## src/rtl/static_dir_predictor.sv

```systemverilog
`timescale 1ns/1ps
module static_dir_predictor #(
  parameter int PC_W  = 32,
  parameter int GAP   = 2,
  parameter int CNT_W = 16
) (
  input  logic             clk,
  input  logic             rst_n,
  input  logic             dec_valid,
  input  logic             dec_is_branch,
  input  logic             dec_is_cond,
  input  logic             dec_backward,
  input  logic [PC_W-1:0]  dec_target,
  input  logic             ex_valid,
  input  logic             ex_is_branch,
  input  logic             ex_pred_taken,
  input  logic             ex_taken,
  input  logic [PC_W-1:0]  ex_next_pc,
  output logic             pred_taken,
  output logic             redirect_valid,
  output logic [PC_W-1:0]  redirect_pc,
  output logic [GAP-1:0]   flush,
  output logic [CNT_W-1:0] n_predicted,
  output logic [CNT_W-1:0] n_mispredicted,
  output logic [CNT_W-1:0] n_flush_cycles
);

  localparam logic [GAP-1:0] FLUSH_ALL    = {GAP{1'b1}};
  localparam logic [GAP-1:0] FLUSH_BUBBLE = GAP'(1);

  logic dec_br, ex_br, mispredict, dec_steer;

  assign dec_br     = dec_valid & dec_is_branch;
  assign ex_br      = ex_valid & ex_is_branch;
  assign mispredict = ex_br & (ex_pred_taken ^ ex_taken);
  assign pred_taken = dec_br & (~dec_is_cond | dec_backward);
  assign dec_steer  = pred_taken & ~mispredict;

  assign redirect_valid = mispredict | dec_steer;
  assign redirect_pc    = mispredict ? ex_next_pc :
                          dec_steer  ? dec_target : '0;
  assign flush          = mispredict ? FLUSH_ALL :
                          dec_steer  ? FLUSH_BUBBLE : '0;

  always_ff @(posedge clk) begin
    if (!rst_n) begin
      n_predicted    <= '0;
      n_mispredicted <= '0;
      n_flush_cycles <= '0;
    end else begin
      if (dec_br && !mispredict) n_predicted    <= n_predicted + CNT_W'(1);
      if (mispredict)            n_mispredicted <= n_mispredicted + CNT_W'(1);
      if (|flush)                n_flush_cycles <= n_flush_cycles + CNT_W'(1);
    end
  end

  // unconditional transfers are always guessed taken
  a_r3_uncond_taken: assert property (@(posedge clk) disable iff (!rst_n)
    (dec_valid && dec_is_branch && !dec_is_cond) |-> pred_taken);

  // conditional guess follows displacement sign
  a_r1_backward_taken: assert property (@(posedge clk) disable iff (!rst_n)
    (dec_valid && dec_is_branch && dec_is_cond) |-> (pred_taken == dec_backward));

  // mismatch clears every stage and restarts at the corrected PC
  a_r5_mispredict_flush: assert property (@(posedge clk) disable iff (!rst_n)
    (ex_valid && ex_is_branch && (ex_pred_taken != ex_taken))
      |-> (redirect_valid && redirect_pc == ex_next_pc && flush == FLUSH_ALL));

  // decode redirect costs exactly one squashed slot
  a_r4_one_bubble: assert property (@(posedge clk) disable iff (!rst_n)
    (pred_taken && !(ex_valid && ex_is_branch && (ex_pred_taken != ex_taken)))
      |-> (flush == FLUSH_BUBBLE && redirect_pc == dec_target));

  // no branch anywhere means no steering
  a_r8_nonbranch_quiet: assert property (@(posedge clk) disable iff (!rst_n)
    (!(dec_valid && dec_is_branch) && !(ex_valid && ex_is_branch))
      |-> (!redirect_valid && flush == '0 && !pred_taken));

  // misprediction counter advances by one
  a_r9_mispred_count: assert property (@(posedge clk) disable iff (!rst_n)
    (ex_valid && ex_is_branch && (ex_pred_taken != ex_taken))
      |=> (n_mispredicted == $past(n_mispredicted) + CNT_W'(1)));

endmodule

```

## config.mk

```make
export PLATFORM = sky130hd
export DESIGN_NAME = static_dir_predictor
export DESIGN_NICKNAME = d
export VERILOG_FILES = /design/src/rtl/static_dir_predictor.sv
export SDC_FILE = /design/constraint.sdc
export NUM_CORES = 1
export LEC_CHECK = 0
export BUFFER_PORTS_ARGS = -buffer_cell sky130_fd_sc_hd__buf_2
export CORE_MARGIN = 8
export CORE_UTILIZATION = 47
export CTS_CLUSTER_DIAMETER = 50
export CTS_CLUSTER_SIZE = 16
export DETAILED_ROUTE_END_ITERATION = 12
export PLACE_DENSITY_LB_ADDON = 0.08
export REMOVE_ABC_BUFFERS = 1
export SLEW_MARGIN = 20
export SYNTH_ARGS = -nofsm -noshare
export SYNTH_HDL_FRONTEND = slang
export SYNTH_SLANG_ARGS = --single-unit
```

## constraint.sdc

```tcl
create_clock -name clk -period 5.4 [get_ports clk]
set_input_delay 0.54 -clock clk [delete_from_list [all_inputs] [get_ports clk]]
set_output_delay 0.54 -clock clk [all_outputs]
set_load 0.02 [all_outputs]
```

After elaboration in Yosys (flattened, before gate mapping)
Index checks and enable logic that the tools add are counted.
{"block": "classes", "mux": 4, "n_reduce_logical": 3, "n_bitwise": 10, "n_addsub": 3}
{"operator": "$mux 32", "n": 2}
{"operator": "$add 16x1->16 const B", "n": 3}
{"operator": "$and 1x1->1", "n": 5}
{"operator": "$mux 2", "n": 1}
{"operator": "$not 1->1", "n": 2}
{"operator": "$or 1x1->1", "n": 2}
{"operator": "$reduce_or 2->1", "n": 1}
{"operator": "$logic_and 1x1->1", "n": 1}
{"operator": "$logic_not 1->1", "n": 1}
{"operator": "$mux 1", "n": 1}
{"operator": "$xor 1x1->1", "n": 1}
{"block": "totals", "output_inout_bits": 84, "regBits": 48, "inputBits": 74}

Logic depth before layout (Yosys ltp)
Gate-level depths: netlist (run 1).
{"block": "depth", "ltp_word": 7, "ltp_mapped": 6}

Worst setup path before layout (run 1)
No wires, ideal clock.
{"block": "synth_path", "path_type": "input to output", "from": "input port ex_taken", "to": "output port redirect_pc[10]", "path_buffers": 1, "cell_stages": 5, "t_arrival_ns": 1.867, "slack_ns": 2.993, "path_cell_list": "xnor2_2 > o21ai_0 > nor2_1 > clkbuf_1 > a22o_1"}
{"block": "synth_via", "elab_chain_len": 6}
{"item": "from (decl)", "line_no": "17", "source": "input logic ex_taken,"}
{"item": "$xor 1x1->1 *", "line_no": "35", "source": "assign mispredict = ex_br & (ex_pred_taken ^ ex_taken);"}
{"item": "$and 1x1->1 *", "line_no": "35"}
{"item": "$not 1->1", "line_no": "37", "source": "assign dec_steer = pred_taken & ~mispredict;"}
{"item": "$and 1x1->1", "line_no": "37"}
{"item": "$mux 32", "line_no": "41", "source": "dec_steer ? dec_target : '0;"}
{"item": "$mux 32 *", "line_no": "40", "source": "assign redirect_pc = mispredict ? ex_next_pc :"}
{"item": "to (decl)", "line_no": "21", "source": "output logic [PC_W-1:0] redirect_pc,"}
Every way passes the cells marked *; elsewhere a longest branch is shown, timed or not.

Worst setup path after layout (run 1)
{"block": "layout_path", "from": "input port ex_taken", "to": "output port redirect_pc[30]"}
The elaborated chain is that of the path after synthesis.

==> results of run 1 <==
## flip-flops by register name, summed over array words and instances, names as in the netlist
name,count
n_flush_cycles,16
n_predicted,16
n_mispredicted,16
## layer usage
metal	share of wire, %	global-route usage, %	vias to the layer above
li1	-	-	1470
met1	41	22.5	1379
met2	50	36.1	91
met3	7.6	8.15	10
met4	1.5	5.13	0
met5	0	0	-
## cell families after synthesis
logic type               Yosys count  synth area share [%]
AND/OR/NAND/NOR                  108                  23.3
AO/OA/AOI/OAI                    103                  27.5
flip-flops                        48                  37.0
buffers and inverters             26                  4.09
XOR/XNOR                          17                  6.30
adder cells (fa/ha/maj)            3                  1.44
multiplexers                       1                 0.385
## cell type report
type	instances	share of cell area (%)
multi-input cells	232	44.0
flip-flops and latches	48	27.3
clock buffers	6	2.35
well taps	72	2.56
repair buffers	159	22.8
clock inverters	1	0.249
inverters	7	0.747
## power by group
part           switching [W]  total (W)  internal (W)
clock network       0.000117   0.000220      0.000102
logic              0.0000779   0.000130     0.0000519
registers         0.00000353   0.000360      0.000357
total               0.000199   0.000710      0.000511
## how the worst max path moves through the flow
stage | slack (ns) | end
after CTS | 2.11 | redirect_pc[2]
final | 2.43 | redirect_pc[30]
after global routing | 2.23 | redirect_pc[2]
after floorplan | 2.33 | redirect_pc[0]
after detailed placement | 2.11 | redirect_pc[2]
after global placement | 2.17 | redirect_pc[2]
## cells in the mapped netlist, types with 3 or more instances
| cell type | n |
|---|---|
| nand4_1 | 6 |
| nor2_1 | 19 |
| a22o_1 | 32 |
| a21oi_1 | 31 |
| or4_1 | 22 |
| dfxtp_1 | 48 |
| clkbuf_1 | 15 |
| and2_1 | 3 |
| inv_1 | 7 |
| nand2_1 | 19 |
| xor2_1 | 9 |
| and4_1 | 7 |
| nand3_1 | 16 |
| o31ai_1 | 21 |
| xnor2_1 | 6 |
| ha_1 | 3 |
| o21ai_0 | 10 |
| or3_1 | 9 |
## metrics by stage
step / cells / utilization, % / power [W]
detailed placement: 518 / 62.9 / 0.000499
floorplan: 287 / - / 0.000437
CTS: 525 / 64.6 / 0.000717
finish: 525 / 64.7 / 0.000710
global route: 525 / 64.7 / 0.000742
global placement: 518 / 62.9 / 0.000497
==> impl_metrics.env, run 1 <==
export IMPL_status="completed"
export IMPL_yosysWarnings=0
export IMPL_max_cap_violations=0
export IMPL_synthFlopType="dfxtp_1"
export IMPL_p_leak_nw=1.58
export IMPL_worstRegToRegCells=4
export IMPL_ys_async_sr_fraction_pct=0
export IMPL_synth_seq_cells=48
export IMPL_startpoint="ex_taken"
export IMPL_post_cts_resize_count=0
export IMPL_skew_ns=0.0124
export IMPL_cp_depth=6
export IMPL_max_slew_margin_rel_pct=31.7
export IMPL_drtIter0Drc=100
export IMPL_cp_end_kind="output pin"
export IMPL_min_delay_start="rst_n"
export IMPL_netlist_area_um2=2600
export IMPL_clk_pin_slew_ns=0.09
export IMPL_regToRegStartpoint="n_flush_cycles[7]$_SDFFE_PN0P_"
export IMPL_core_area_um2=5440
export IMPL_post_synth_top_area_fraction_pct=37.0
export IMPL_crit_path_top_delay_cell="nor2_4"
export IMPL_drc=0
export IMPL_cp_max_fo=32
export IMPL_avgSynthCellArea_um2=8.50
export IMPL_nets=530
export IMPL_final_common_cell="buf_2"
export IMPL_dr_pass1_iters=4
export IMPL_rsz0062_at_grt="false"
export IMPL_drive_gt1_share_pct=38.0
export IMPL_grt_usage_pct=20.5
export IMPL_post_place_ws_ns=2.11
export IMPL_start_util_pct=47.8
export IMPL_arrival_ns=2.43
export IMPL_grt_max_degree=48
export IMPL_vdd_drop_max_uv=96.1
export IMPL_insertion_delay_ns=0.30
export IMPL_crit_path_start_kind="input port"
export IMPL_timing_rr_end="n_flush_cycles[15]$_SDFFE_PN0P_"
export IMPL_tightest_slew_ns=1.02
export IMPL_cts_root_buffer="clkbuf_8"
export IMPL_die_w_um=90.4
export IMPL_setup_viol=0
export IMPL_final_hold_viol_count=0
export IMPL_placementRows=27
export IMPL_fin_setup_tns_ns=0
export IMPL_gp_congestion=0.782
export IMPL_worst_setup_path_type="input port to output pin"
export IMPL_via_per_inst=5.62
export IMPL_synth_edf_count=0
export IMPL_postSynthCellCount=306
export IMPL_antenna_cells=0
export IMPL_routed_wl_mm=8.72
export IMPL_cts_setup_buffers=0
export IMPL_dp_hpwl_mm=6.84
export IMPL_die_h_um=90.4
export IMPL_dpl_cell_area_um2=3420
export IMPL_holdPathStages=2
export IMPL_drtAntennaViolNets=0
export IMPL_fillers=500
export IMPL_clockBufferDepth=2
export IMPL_powerDensity_nw_per_um2=202
export IMPL_multi_input_area_um2=1550
export IMPL_final_area_um2=3520
export IMPL_layout_cells_most_common_list="buf_2 (157), dfxtp_1 (48), a22o_1 (32), a21oi_1 (31), or4_1 (22)"
export IMPL_synth_top_cell_by_area="dfxtp_1"
export IMPL_fin_crit_sh_pct=54.9
export IMPL_worstPathRequired_ns=4.86
export IMPL_cts_tree="yes"
export IMPL_grt_pass1_vias=2867
export IMPL_htreeDepth=2
export IMPL_min_to="n_predicted[5]$_SDFFE_PN0P_"
export IMPL_cts_buffers=5
export IMPL_r2r_slack_ns=3.47
export IMPL_yosys_top_cells_area="dfxtp_1 (37%), a22o_1 (11%), or4_1 (6.4%)"
export IMPL_path_cells="buf_2, xnor2_2, o21ai_0, nor2_4, a22o_1, buf_2"
export IMPL_wl_per_cell_um=16.6
export IMPL_vias=2950
export IMPL_grt_pass1_wl_mm=14.1
export IMPL_slew_viol_final=0
export IMPL_die_area_um2=8170
export IMPL_path_buf_inv=2
export IMPL_io_pins=158
export IMPL_clock_sinks=48
export IMPL_holdWs_ns=0.451
export IMPL_hold_path_class="input port to flop"
export IMPL_regArea_um2=961
export IMPL_antenna_found_initial=0
export IMPL_synth_distinct_cells=38
export IMPL_cts_hold_buf=0
export IMPL_syn_to_final_growth_pct=35.3
export IMPL_yosysSeqAreaShare_pct=37.0
export IMPL_fin_crit_ns=2.97
export IMPL_port_buffers=157
export IMPL_max_freq_ghz=0.337
export IMPL_setup_ws_ns=2.43
export IMPL_gr_total_overflow=0
export IMPL_cpMostUsedCell="buf_2"
export IMPL_crit_family="simple AND/OR/NAND/NOR gates"
export IMPL_crit_path_max_incr_delay_ns=0.61
Note: power is estimated with default switching activity, not from simulation.
==> inputs of run 2 (changes only) <==
--- a/config.mk
+++ b/config.mk
@@ -7,7 +7,7 @@
 export LEC_CHECK = 0
 export BUFFER_PORTS_ARGS = -buffer_cell sky130_fd_sc_hd__buf_2
 export CORE_MARGIN = 8
-export CORE_UTILIZATION = 47
+export CORE_UTILIZATION = 43
 export CTS_CLUSTER_DIAMETER = 50
 export CTS_CLUSTER_SIZE = 16
 export DETAILED_ROUTE_END_ITERATION = 12
==> constraint.sdc (replaced) <==
create_clock -name clk -period 3 [get_ports clk]
set_input_delay 0.3 -clock clk [delete_from_list [all_inputs] [get_ports clk]]
set_output_delay 0.3 -clock clk [all_outputs]
set_load 0.02 [all_outputs]
==> run 2 against run 1 <==
  * Sequential share of layout area is 0.15 points lower
  * Highest routed layer unchanged
  * Via count is 1.1% lower
  * Clock power rose by 87%
  * Design area increased by 0.57%
  * Core utilization decreased by 4.6 points
  * Sequential power up 80%
  * Power up 82%
  * Worst hold slack worse by 0.21 ns
  * Combinational power is 81% higher
  * Global-route usage down 1.6 points
==> impl_metrics.env, run 2 (synthesized netlist as in run 1, its figures left out) <==
export IMPL_status="completed"
export IMPL_skew_ns=0.00696
export IMPL_dr_pass1_iters=5
export IMPL_fin_crit_ns=2.30
export IMPL_die_w_um=93.8
export IMPL_drive_gt1_share_pct=38.4
export IMPL_placementRows=28
export IMPL_clock_sinks=48
export IMPL_powerDensity_nw_per_um2=366
export IMPL_clockPowerShare_pct=31.7
export IMPL_cp_end_kind="output pin"
export IMPL_p_switching_w=0.000370
export IMPL_post_route_util_pct=60.1
export IMPL_antenna_cells=0
export IMPL_post_cts_resize_count=0
export IMPL_worst_setup_path_type="input port to output pin"
export IMPL_port_buffers=157
export IMPL_cts_tree="yes"
export IMPL_max_freq_ghz=0.434
export IMPL_drc=0
export IMPL_grt_pass1_wl_mm=13.8
export IMPL_r2r_slack_ns=1.05
export IMPL_slew_viol_final=0
export IMPL_worstPathRequired_ns=2.70
export IMPL_clockBufferDepth=2
export IMPL_fin_setup_tns_ns=0
export IMPL_cts_hold_buf=0
export IMPL_cts_setup_buffers=0
export IMPL_clk_pin_slew_ns=0.09
export IMPL_die_area_um2=8790
export IMPL_htreeDepth=2
export IMPL_p_seq_share_pct=50.1
export IMPL_arrival_ns=2.00
export IMPL_insertion_delay_ns=0.30
export IMPL_die_h_um=93.8
export IMPL_io_pins=158
export IMPL_cts_buffers=5
export IMPL_vias=2919
export IMPL_vdd_drop_max_uv=242
export IMPL_wl_per_cell_um=16.0
export IMPL_p_int_w=0.000924
export IMPL_core_area_um2=5890
export IMPL_grt_max_degree=36
export IMPL_top_regs="n_flush_cycles: 16 flops, n_mispredicted: 16 flops, n_predicted: 16 flops"
export IMPL_fillers=559
export IMPL_placed_cells=523
export IMPL_power_w=0.00129
export IMPL_cp_max_fo=30
export IMPL_max_cap_violations=0
export IMPL_rsz0062_at_grt="false"
export IMPL_combPwrFrac_pct=18.2
export IMPL_crit_path_start_kind="input port"
export IMPL_antenna_found_initial=0
export IMPL_gr_total_overflow=0
export IMPL_max_slew_margin_rel_pct=28.3
export IMPL_syn_to_final_growth_pct=36.1
export IMPL_gp_congestion=0.823
export IMPL_final_hold_viol_count=0
export IMPL_via_per_inst=5.50
export IMPL_dp_hpwl_mm=6.72
export IMPL_layoutNonFillerInstCount=531
export IMPL_fin_crit_sh_pct=76.8
export IMPL_cts_root_buffer="clkbuf_8"
export IMPL_p_sw_share_pct=28.6
export IMPL_final_common_cell="buf_2"
export IMPL_nets=532
export IMPL_hold_path_class="input port to flop"
export IMPL_p_leak_nw=1.59
export IMPL_setup_viol=0
export IMPL_grt_usage_pct=18.9
export IMPL_tightest_slew_ns=1.07
export IMPL_grt_pass1_vias=2907
export IMPL_start_util_pct=44.2
export IMPL_routed_wl_mm=8.50
export IMPL_drtIter0Drc=69
export IMPL_layout_cells_most_common_list="buf_2 (157), dfxtp_1 (48), a22o_1 (32), a21oi_1 (31), or4_1 (22)"
export IMPL_drtAntennaViolNets=0
run 2: cell count changes in the layout (fill, tap and decap cells not counted):
cell / before / now
clkinvlp_4: 0 / 2
nor2_4: 1 / 0
clkinv_4: 1 / 0
nor2_2: 1 / 2
buf_4: 2 / 4
run 2: worst paths after layout:
path,start,endpoint,cells after the start
worst max-delay path,dec_backward,flush[0],5
worst max register to register,n_flush_cycles[2]$_SDFFE_PN0P_,n_flush_cycles[15]$_SDFFE_PN0P_,4
worst min register to register,n_predicted[15]$_SDFFE_PN0P_,n_predicted[15]$_SDFFE_PN0P_,2
worst min-delay path,rst_n,n_predicted[5]$_SDFFE_PN0P_,2
run 2: area by class of cell:
type                    instances  area [µm²]  area share, %
flip-flops and latches         48         961           27.2
clock buffers                   6        82.6           2.33
inverters                       7        26.3          0.743
repair buffers                161         816           23.1
well taps                      75        93.8           2.65
multi-input cells             232        1540           43.6
clock inverters                 2        15.0          0.424
run 2: power groups by stage:
| stage | registers (W) | clock network [W] | logic, W |
|---|---|---|---|
| finish | 0.000648 | 0.000411 | 0.000235 |
| global route | 0.000650 | 0.000459 | 0.000256 |
| CTS | 0.000648 | 0.000428 | 0.000238 |
| detailed placement | 0.000663 | 0 | 0.000237 |
| global placement | 0.000663 | 0 | 0.000234 |
| floorplan | 0.000669 | 0 | 0.000118 |
run 2: worst max-delay path, stage by stage:
cell and delay [ns]:
buf_2 0.10, nor2b_1 0.30, a2bb2oi_2 0.85, inv_1 0.22
buf_2 0.23
run 2: through the flow:
| step | instance area [µm²] | setup WS [ns] | hold slack, ns |
|---|---|---|---|
| 2_1_floorplan | 2520 | 0.413 | 0.418 |
| 3_3_place_gp | 3440 | 0.768 | 0.459 |
| 3_5_place_dp | 3440 | 0.712 | 0.475 |
| 4_1_cts | 3540 | 0.697 | 0.235 |
| 5_1_grt | 3540 | 0.500 | 0.228 |
| 6_report | 3540 | 0.696 | 0.243 |
run 2: layer usage:
| metal | up-vias | share of wire [%] | GRT usage (%) |
|---|---|---|---|
| met2 | 108 | 50 | 33.4 |
| met4 | 0 | 1.8 | 5.68 |
| met5 | - | 0 | 0 |
| li1 | 1471 | - | - |
| met3 | 10 | 8.1 | 6.63 |
| met1 | 1330 | 40 | 20.7 |
